--- config.mk ---
export PLATFORM = sky130hd
export DESIGN_NAME = vshape_config
export DESIGN_NICKNAME = d
export VERILOG_FILES = /design/src/rtl/vshape_pkg.sv /design/src/rtl/vshape_stage_seq.sv /design/src/rtl/vshape_desc_gen.sv /design/src/rtl/vshape_state_upd.sv /design/src/rtl/vshape_config.sv
export SDC_FILE = /design/constraint.sdc
export NUM_CORES = 1
export LEC_CHECK = 0
export ABC_AREA = 1
export BUFFER_PORTS_ARGS = -buffer_cell sky130_fd_sc_hd__buf_2
export CAP_MARGIN = 0
export CORE_ASPECT_RATIO = 1.75
export CORE_MARGIN = 2
export CORE_UTILIZATION = 48
export DETAILED_ROUTE_END_ITERATION = 8
export GPL_ROUTABILITY_DRIVEN = 1
export PLACE_DENSITY = 0.77
export SLEW_MARGIN = 20
export SYNTH_ARGS = -nofsm -noshare
export SYNTH_HDL_FRONTEND = slang
export SYNTH_SLANG_ARGS = --single-unit
--- constraint.sdc ---
create_clock -name clk -period 6.5 [get_ports clk]
set_input_delay 1.3 -clock clk [delete_from_list [all_inputs] [get_ports clk]]
set_output_delay 1.3 -clock clk [all_outputs]
set_load 0.01 [all_outputs]
--- src/rtl/vshape_pkg.sv ---
`timescale 1ns/100ps
package vshape_pkg;
  localparam int DIM_W   = 5;
  localparam int MODE_W  = 4;
  localparam int WORD_W  = 32;
  localparam int CNT_W   = 7;
  localparam int ST_W    = 64;
  localparam int NDESC   = 4;
  localparam int STG_W   = $clog2(DIM_W + 1);
  localparam int ITER_W  = DIM_W + 1;

  typedef struct packed {
    logic [5:0] xd;
    logic [5:0] yd;
    logic [5:0] zd;
    logic [2:0] perm;
    logic [2:0] inv;
    logic [3:0] rsv;
    logic [1:0] sched;
    logic [1:0] kind;
  } desc_t;

  typedef enum logic [MODE_W-1:0] {
    M_MATRIX    = 4'd0,
    M_FFT       = 4'd1,
    M_OUTER     = 4'd3,
    M_INNER     = 4'd4,
    M_COS       = 4'd5,
    M_HALF      = 4'd6,
    M_OUTER_INV = 4'd11,
    M_INNER_INV = 4'd12,
    M_COS_INV   = 4'd13,
    M_HALF_INV  = 4'd14,
    M_HALF_FFT  = 4'd15
  } mode_e;

  // volume of the three dimensions, wrapped to the count width
  function automatic logic [CNT_W-1:0] vol_count(input logic [DIM_W-1:0] x,
                                                 input logic [DIM_W-1:0] y,
                                                 input logic [DIM_W-1:0] z);
    logic [CNT_W-1:0] a, b, c;
    a = CNT_W'(x) + CNT_W'(1);
    b = CNT_W'(y) + CNT_W'(1);
    c = CNT_W'(z) + CNT_W'(1);
    return a * b * c;
  endfunction

  // length times stage count, wrapped
  function automatic logic [CNT_W-1:0] nlogn_count(input logic [DIM_W-1:0] x,
                                                   input logic [STG_W-1:0] n);
    return (CNT_W'(x) + CNT_W'(1)) * CNT_W'(n);
  endfunction

  // bit idx of v, zero once idx runs past the field
  function automatic logic stage_bit(input logic [DIM_W-1:0] v,
                                     input logic [STG_W-1:0] idx);
    logic r;
    r = 1'b0;
    for (int i = 0; i < DIM_W; i++)
      if (idx == STG_W'(i)) r = v[i];
    return r;
  endfunction
endpackage

--- src/rtl/vshape_stage_seq.sv ---
`timescale 1ns/100ps
module vshape_stage_seq import vshape_pkg::*; (
  input  logic              clk,
  input  logic              rst_n,
  input  logic              accept,
  input  logic [DIM_W-1:0]  x_in,
  output logic              busy,
  output logic              step,
  output logic              finish,
  output logic [DIM_W-1:0]  x_q,
  output logic [STG_W-1:0]  stg_q,
  output logic [CNT_W-1:0]  outer_sum,
  output logic [CNT_W-1:0]  cos_sum
);
  logic [ITER_W-1:0] iter_q;
  logic [ITER_W-1:0] size_q;
  logic [CNT_W-1:0]  outer_add;

  assign step      = busy && stage_bit(x_q, stg_q);
  assign finish    = busy && !step;
  assign outer_add = CNT_W'(iter_q - ITER_W'(1)) * CNT_W'(size_q);

  always_ff @(posedge clk) begin
    if (!rst_n) begin
      busy      <= 1'b0;
      x_q       <= '0;
      stg_q     <= '0;
      iter_q    <= '0;
      size_q    <= '0;
      outer_sum <= '0;
      cos_sum   <= '0;
    end else if (accept) begin
      busy      <= 1'b1;
      x_q       <= x_in;
      stg_q     <= '0;
      iter_q    <= (ITER_W'(x_in) + ITER_W'(1)) >> 1;
      size_q    <= ITER_W'(1);
      outer_sum <= '0;
      cos_sum   <= '0;
    end else if (busy) begin
      if (step) begin
        outer_sum <= outer_sum + outer_add;
        cos_sum   <= cos_sum + CNT_W'(iter_q);
        iter_q    <= iter_q >> 1;
        size_q    <= size_q << 1;
        stg_q     <= stg_q + STG_W'(1);
      end else begin
        busy <= 1'b0;
      end
    end
  end
endmodule

--- src/rtl/vshape_desc_gen.sv ---
`timescale 1ns/100ps
module vshape_desc_gen import vshape_pkg::*; (
  input  logic [DIM_W-1:0]  x,
  input  logic [DIM_W-1:0]  y,
  input  logic [DIM_W-1:0]  z,
  input  logic [MODE_W-1:0] mode,
  output logic [NDESC-1:0][WORD_W-1:0] desc
);
  desc_t t;
  desc_t d [NDESC];

  always_comb begin
    t = '0;
    t.xd = {1'b0, x};
    t.zd = {1'b0, z};
    for (int i = 0; i < NDESC; i++) d[i] = '0;
    case (mode_e'(mode))
      M_MATRIX: begin
        t.yd = {1'b0, y};
        t.sched = 2'd3;
        d[0] = t;
        d[3] = t;
        d[1] = t; d[1].perm = 3'd1; d[1].sched = 2'd1;
        d[2] = t; d[2].perm = 3'd1;
      end
      M_FFT: begin
        t.kind = 2'd1;
        d[0] = t;
        d[1] = t; d[1].sched = 2'd1;
        d[2] = t; d[2].sched = 2'd2;
      end
      M_INNER, M_INNER_INV: begin
        t.yd = 6'd3;
        if (mode_e'(mode) == M_INNER_INV) begin
          t.kind = 2'd3; t.perm = 3'd3;
        end else begin
          t.kind = 2'd1; t.perm = 3'd1; t.inv = 3'd1;
        end
        d[1] = t;
        d[0] = t; d[0].sched = 2'd1;
        d[2] = t; d[2].sched = 2'd2; d[2].zd = '0;
      end
      M_OUTER, M_OUTER_INV: begin
        t.yd = 6'd2;
        if (mode_e'(mode) == M_OUTER_INV) begin
          t.kind = 2'd3; t.perm = 3'd3; t.inv = 3'd5;
        end else begin
          t.kind = 2'd1; t.perm = 3'd4;
        end
        d[0] = t;
        d[1] = t; d[1].sched = 2'd1;
        d[2] = t; d[2].zd = '0;
      end
      M_COS, M_COS_INV: begin
        t.yd = 6'd4;
        t.kind = 2'd1;
        if (mode_e'(mode) == M_COS) t.inv = 3'd1;
        d[0] = t;
        d[1] = t; d[1].sched = 2'd2;
        d[2] = t; d[2].sched = 2'd3;
      end
      M_HALF, M_HALF_INV, M_HALF_FFT: begin
        t.yd = 6'd5;
        t.kind = (mode_e'(mode) == M_HALF_FFT) ? 2'd1 : 2'd3;
        if (mode_e'(mode) == M_HALF_INV) t.perm = 3'd1;
        d[0] = t;
      end
      default: ;
    endcase
  end

  for (genvar g = 0; g < NDESC; g++) begin : g_pack
    assign desc[g] = d[g];
  end
endmodule

--- src/rtl/vshape_state_upd.sv ---
`timescale 1ns/100ps
module vshape_state_upd import vshape_pkg::*; (
  input  logic [ST_W-1:0] st_in,
  output logic [ST_W-1:0] st_out
);
  localparam int HALF      = ST_W / 2;
  localparam int REMAP_HI  = HALF - 1;
  localparam int REMAP_LO  = HALF - 15;
  localparam int PERSIST   = 1;
  localparam int VFIRST    = 0;

  logic keep;
  assign keep = st_in[PERSIST];

  always_comb begin
    st_out = st_in;
    st_out[ST_W-1:HALF] = '0;
    if (!keep) begin
      st_out[REMAP_HI:REMAP_LO] = '0;
      st_out[PERSIST] = 1'b0;
      st_out[VFIRST]  = 1'b0;
    end
  end
endmodule

--- src/rtl/vshape_config.sv ---
`timescale 1ns/100ps
module vshape_config import vshape_pkg::*; (
  input  logic              clk,
  input  logic              rst_n,
  input  logic              start_i,
  input  logic [4:0]        x_i,
  input  logic [4:0]        y_i,
  input  logic [4:0]        z_i,
  input  logic [3:0]        mode_i,
  input  logic [63:0]       state_i,
  output logic              busy_o,
  output logic              done_o,
  output logic [31:0]       desc0_o,
  output logic [31:0]       desc1_o,
  output logic [31:0]       desc2_o,
  output logic [31:0]       desc3_o,
  output logic [6:0]        count_o,
  output logic [63:0]       state_o
);
  // named internal events for the checker
  logic                accept;
  logic                stage_step;
  logic                seq_finish;
  logic [STG_W-1:0]    stage_cnt;
  logic [DIM_W-1:0]    x_q;
  logic [DIM_W-1:0]    y_q, z_q;
  logic [MODE_W-1:0]   mode_q;
  logic [ST_W-1:0]     state_q;
  logic [CNT_W-1:0]    outer_sum, cos_sum, cnt_next;
  logic [ST_W-1:0]     st_next;
  logic [NDESC-1:0][WORD_W-1:0] desc_next, desc_q;
  logic                done_q;
  logic [CNT_W-1:0]    cnt_q;
  logic [ST_W-1:0]     st_q;

  assign accept = start_i && !busy_o;

  vshape_stage_seq u_seq (
    .clk(clk), .rst_n(rst_n), .accept(accept), .x_in(x_i),
    .busy(busy_o), .step(stage_step), .finish(seq_finish),
    .x_q(x_q), .stg_q(stage_cnt), .outer_sum(outer_sum), .cos_sum(cos_sum)
  );

  vshape_desc_gen u_desc (
    .x(x_q), .y(y_q), .z(z_q), .mode(mode_q), .desc(desc_next)
  );

  vshape_state_upd u_st (.st_in(state_q), .st_out(st_next));

  always_comb begin
    case (mode_e'(mode_q))
      M_MATRIX:                          cnt_next = vol_count(x_q, y_q, z_q);
      M_FFT, M_INNER, M_INNER_INV:       cnt_next = nlogn_count(x_q, stage_cnt);
      M_OUTER, M_OUTER_INV:              cnt_next = outer_sum;
      M_COS, M_COS_INV:                  cnt_next = cos_sum;
      M_HALF, M_HALF_INV, M_HALF_FFT:    cnt_next = CNT_W'(x_q) + CNT_W'(1);
      default:                           cnt_next = '0;
    endcase
  end

  always_ff @(posedge clk) begin
    if (!rst_n) begin
      y_q     <= '0;
      z_q     <= '0;
      mode_q  <= '0;
      state_q <= '0;
      done_q  <= 1'b0;
      desc_q  <= '0;
      cnt_q   <= '0;
      st_q    <= '0;
    end else begin
      if (accept) begin
        y_q     <= y_i;
        z_q     <= z_i;
        mode_q  <= mode_i;
        state_q <= state_i;
      end
      done_q <= seq_finish;
      if (seq_finish) begin
        desc_q <= desc_next;
        cnt_q  <= cnt_next;
        st_q   <= st_next;
      end
    end
  end

  assign done_o  = done_q;
  assign desc0_o = desc_q[0];
  assign desc1_o = desc_q[1];
  assign desc2_o = desc_q[2];
  assign desc3_o = desc_q[3];
  assign count_o = cnt_q;
  assign state_o = st_q;
endmodule

==> metrics <==
buffers added on ports=183; Synth area leaders=dfxtp_1, nand2_1, fa_1; Most Frequent Cell on Critical Path=nand2_1; Post-synth top cells=nand2_1, dfxtp_1, nor2_1, inv_1, o21ai_0; Setup CP Type=flop to flop; Comb pwr share=24.2%; Final #Nets=1742; Pins Over Slew Limit=0; EDFF count, synth=0; vias in the first global route=9281; grt total ovfl=0; I/O pin count=287; Inst Count DP=1843; antenna violations before repair=2; Die Ht=201 microns; core area=22000 sq um; Synth area leader=dfxtp_1; pre-CTS WS=97.3 ps; yosys warns=0; Sequential Power Share=41.0%; Pwr Total=0.00313 W; measured slew at the worst slew-check pin=903 ps; clock sink count=190; Reg area=3810 sq um; final non-filler cell total=1879; Root Buffer=clkbuf_16; Clock Skew=11.5 ps; later-pin clock latency in the skew report=440 ps; Peak VDD IR=0.196 mV; DR WL/cell=15.5 microns; synth-to-layout area growth=13.8%; Die Area=23500 sq um; Multi-input gate area=5660 sq um; Final Wtd Congestion=0.913; CTS tree=yes; relative slew slack=39.8%; crit start category=flop; first-pass detailed-route iteration total=5; top cell type's share of synthesized area=35.7%; row count=72; max_cap viols=0; Seq cells post-synth=190; CP arrival=6530 ps; Seq/Total Area, Yosys=35.7%; Die X=117 microns; Psw=0.00103 W; synth unique cells=46; largest net degree at the start of global routing=97; Vias=9780; Crit path largest cell delay=600 ps; Clk pin slew, worst setup/hold paths=70 ps; critical path data required time=6790 ps; H-tree depth=4; Async SR Flop Fraction=0%; Power Dens Cells=258 nW/um^2; Final Cell Area=12100 sq um; Internal Power=0.00210 W; placed cell area=11500 sq um; Pleak=5.85 nW; fin crit period=6230 ps; endpoints failing setup=0; Clk network pwr share=34.8%; layout cells sized above 1=17.6%; Post-Route Utilization=55.2%; global-route wire length before repair=45.8 mm; synthesized area=10700 sq um; Initial Util=48.5%; drt total wl=29.1 mm; Fmax=160 MHz; status=completed; Final WS setup=267 ps; ANT nets after route=0; Worst setup EP type=flop; DRC=0; CP max stage cell=fa_1; Clock Tree Buf Depth=2; Reg2Reg Setup Slack=270 ps; HP Class=flop to flop; DP HPWL=21.3 mm; drt initial violations=777; GRT Total Usage=24.8%; filler instances=2059; Post-synth top flop=dfxtp_1; # hold bufs at CTS=0; Syn Inst Count=1423; Final Cycle Share=95.9%; top-count cell post-synth=nand2_1; Final Hold Viols=0; average instance area after synthesis=7.50 sq um; Net Sw Frac=32.8%; Vias/cell=5.20; CTS buffer count=17; worst-path maximum fanout=6
==> power groups by stage <==
stage,clock network (W),registers [W],logic (W)
after floorplan,0,0.00130,0.000529
after CTS,0.00110,0.00128,0.000739
after global routing,0.00115,0.00129,0.000856
final,0.00109,0.00128,0.000758
after global placement,0,0.00130,0.000713
after detailed placement,0,0.00131,0.000730
==> flip-flops by register name, indices dropped and copies added, names as in the netlist, 6 cells and up <==
register,count
count_o,7
desc3_o,16
u_seq.outer_sum,7
desc1_o,7
u_seq.cos_sum,7
u_seq.size_q,6
desc0_o,24
state_q,32
desc2_o,23
state_o,32
==> cells in the final DEF (no fill, tap or decap), types with 36 or more instances in the layout <==
cell     synthesis  layout
a21oi_1        105     105
fa_1            36      36
inv_1          134     134
nand3_1         78      78
dfxtp_1        190     185
o21ai_0        109     109
nor2_1         179     176
ha_1            52      48
buf_2           21     183
nand2_1        260     258
conb_1           1      71
==> per-stage QoR <==
stage               setup TNS (ps)  hold slack, ps
floorplan                        0             439
global placement                 0             449
detailed placement               0             453
CTS                              0             465
global route                 -6.31             481
finish                           0             462
==> what timing repair did <==
action                                  in CTS  in global routing
buffers inserted                             0                  2
gates resized for setup                      0                 13
endpoints found under the setup margin       0                  1
==> critical path, delay by kind of cell, from the launching register on <==
family                   cells  cell delay (ps)
AND/OR/NAND/NOR             15             1510
flip-flops                   1              350
adder cells (fa/ha/maj)      9             3760
buffers and inverters        4              210
XOR/XNOR                     1              190
AO/OA/AOI/OAI                1               60
==> kinds of logic after synthesis <==
| logic type | after synthesis | synth area share (%) |
|---|---|---|
| simple gates | 551 | 21.1 |
| buf+inv | 299 | 14.2 |
| compound gates | 265 | 13.6 |
| flops | 190 | 35.7 |
| fa+ha+maj | 88 | 12.9 |
| xor+xnor | 29 | 2.56 |
| other cells | 1 | 0.0352 |
==> per-layer routing <==
metal	vias up	part of all wire, %	GRT usage (%)
met5	-	0	0
met4	0	5.5	14.2
met3	98	5.5	4.22
met2	376	52	44.2
met1	4595	37	26.8
li1	4711	-	-
==> worst paths after layout <==
| kind | startpoint | end | cells past startpoint |
|---|---|---|---|
| worst min register to register | state_o[21]$_SDFFE_PN0P_ | state_o[21]$_SDFFE_PN0P_ | 2 |
| worst max register to register | y_q[1]$_SDFFE_PN0P_ | count_o[6]$_SDFFE_PN0P_ | 30 |
| worst min-delay path | state_o[21]$_SDFFE_PN0P_ | state_o[21]$_SDFFE_PN0P_ | 2 |
| worst max-delay path | y_q[1]$_SDFFE_PN0P_ | count_o[6]$_SDFFE_PN0P_ | 30 |
==> final cells by class <==
cell class	instances	share of cell area (%)
multi-input combinational	1004	46.6
sequential	190	31.4
timing repair buffer	213	9.43
inverter	142	4.39
clock buffer	20	3.68
tap	296	3.05
clock inverter	12	1.35
antenna	2	0.0412
Power figures use the tool's default switching activity.
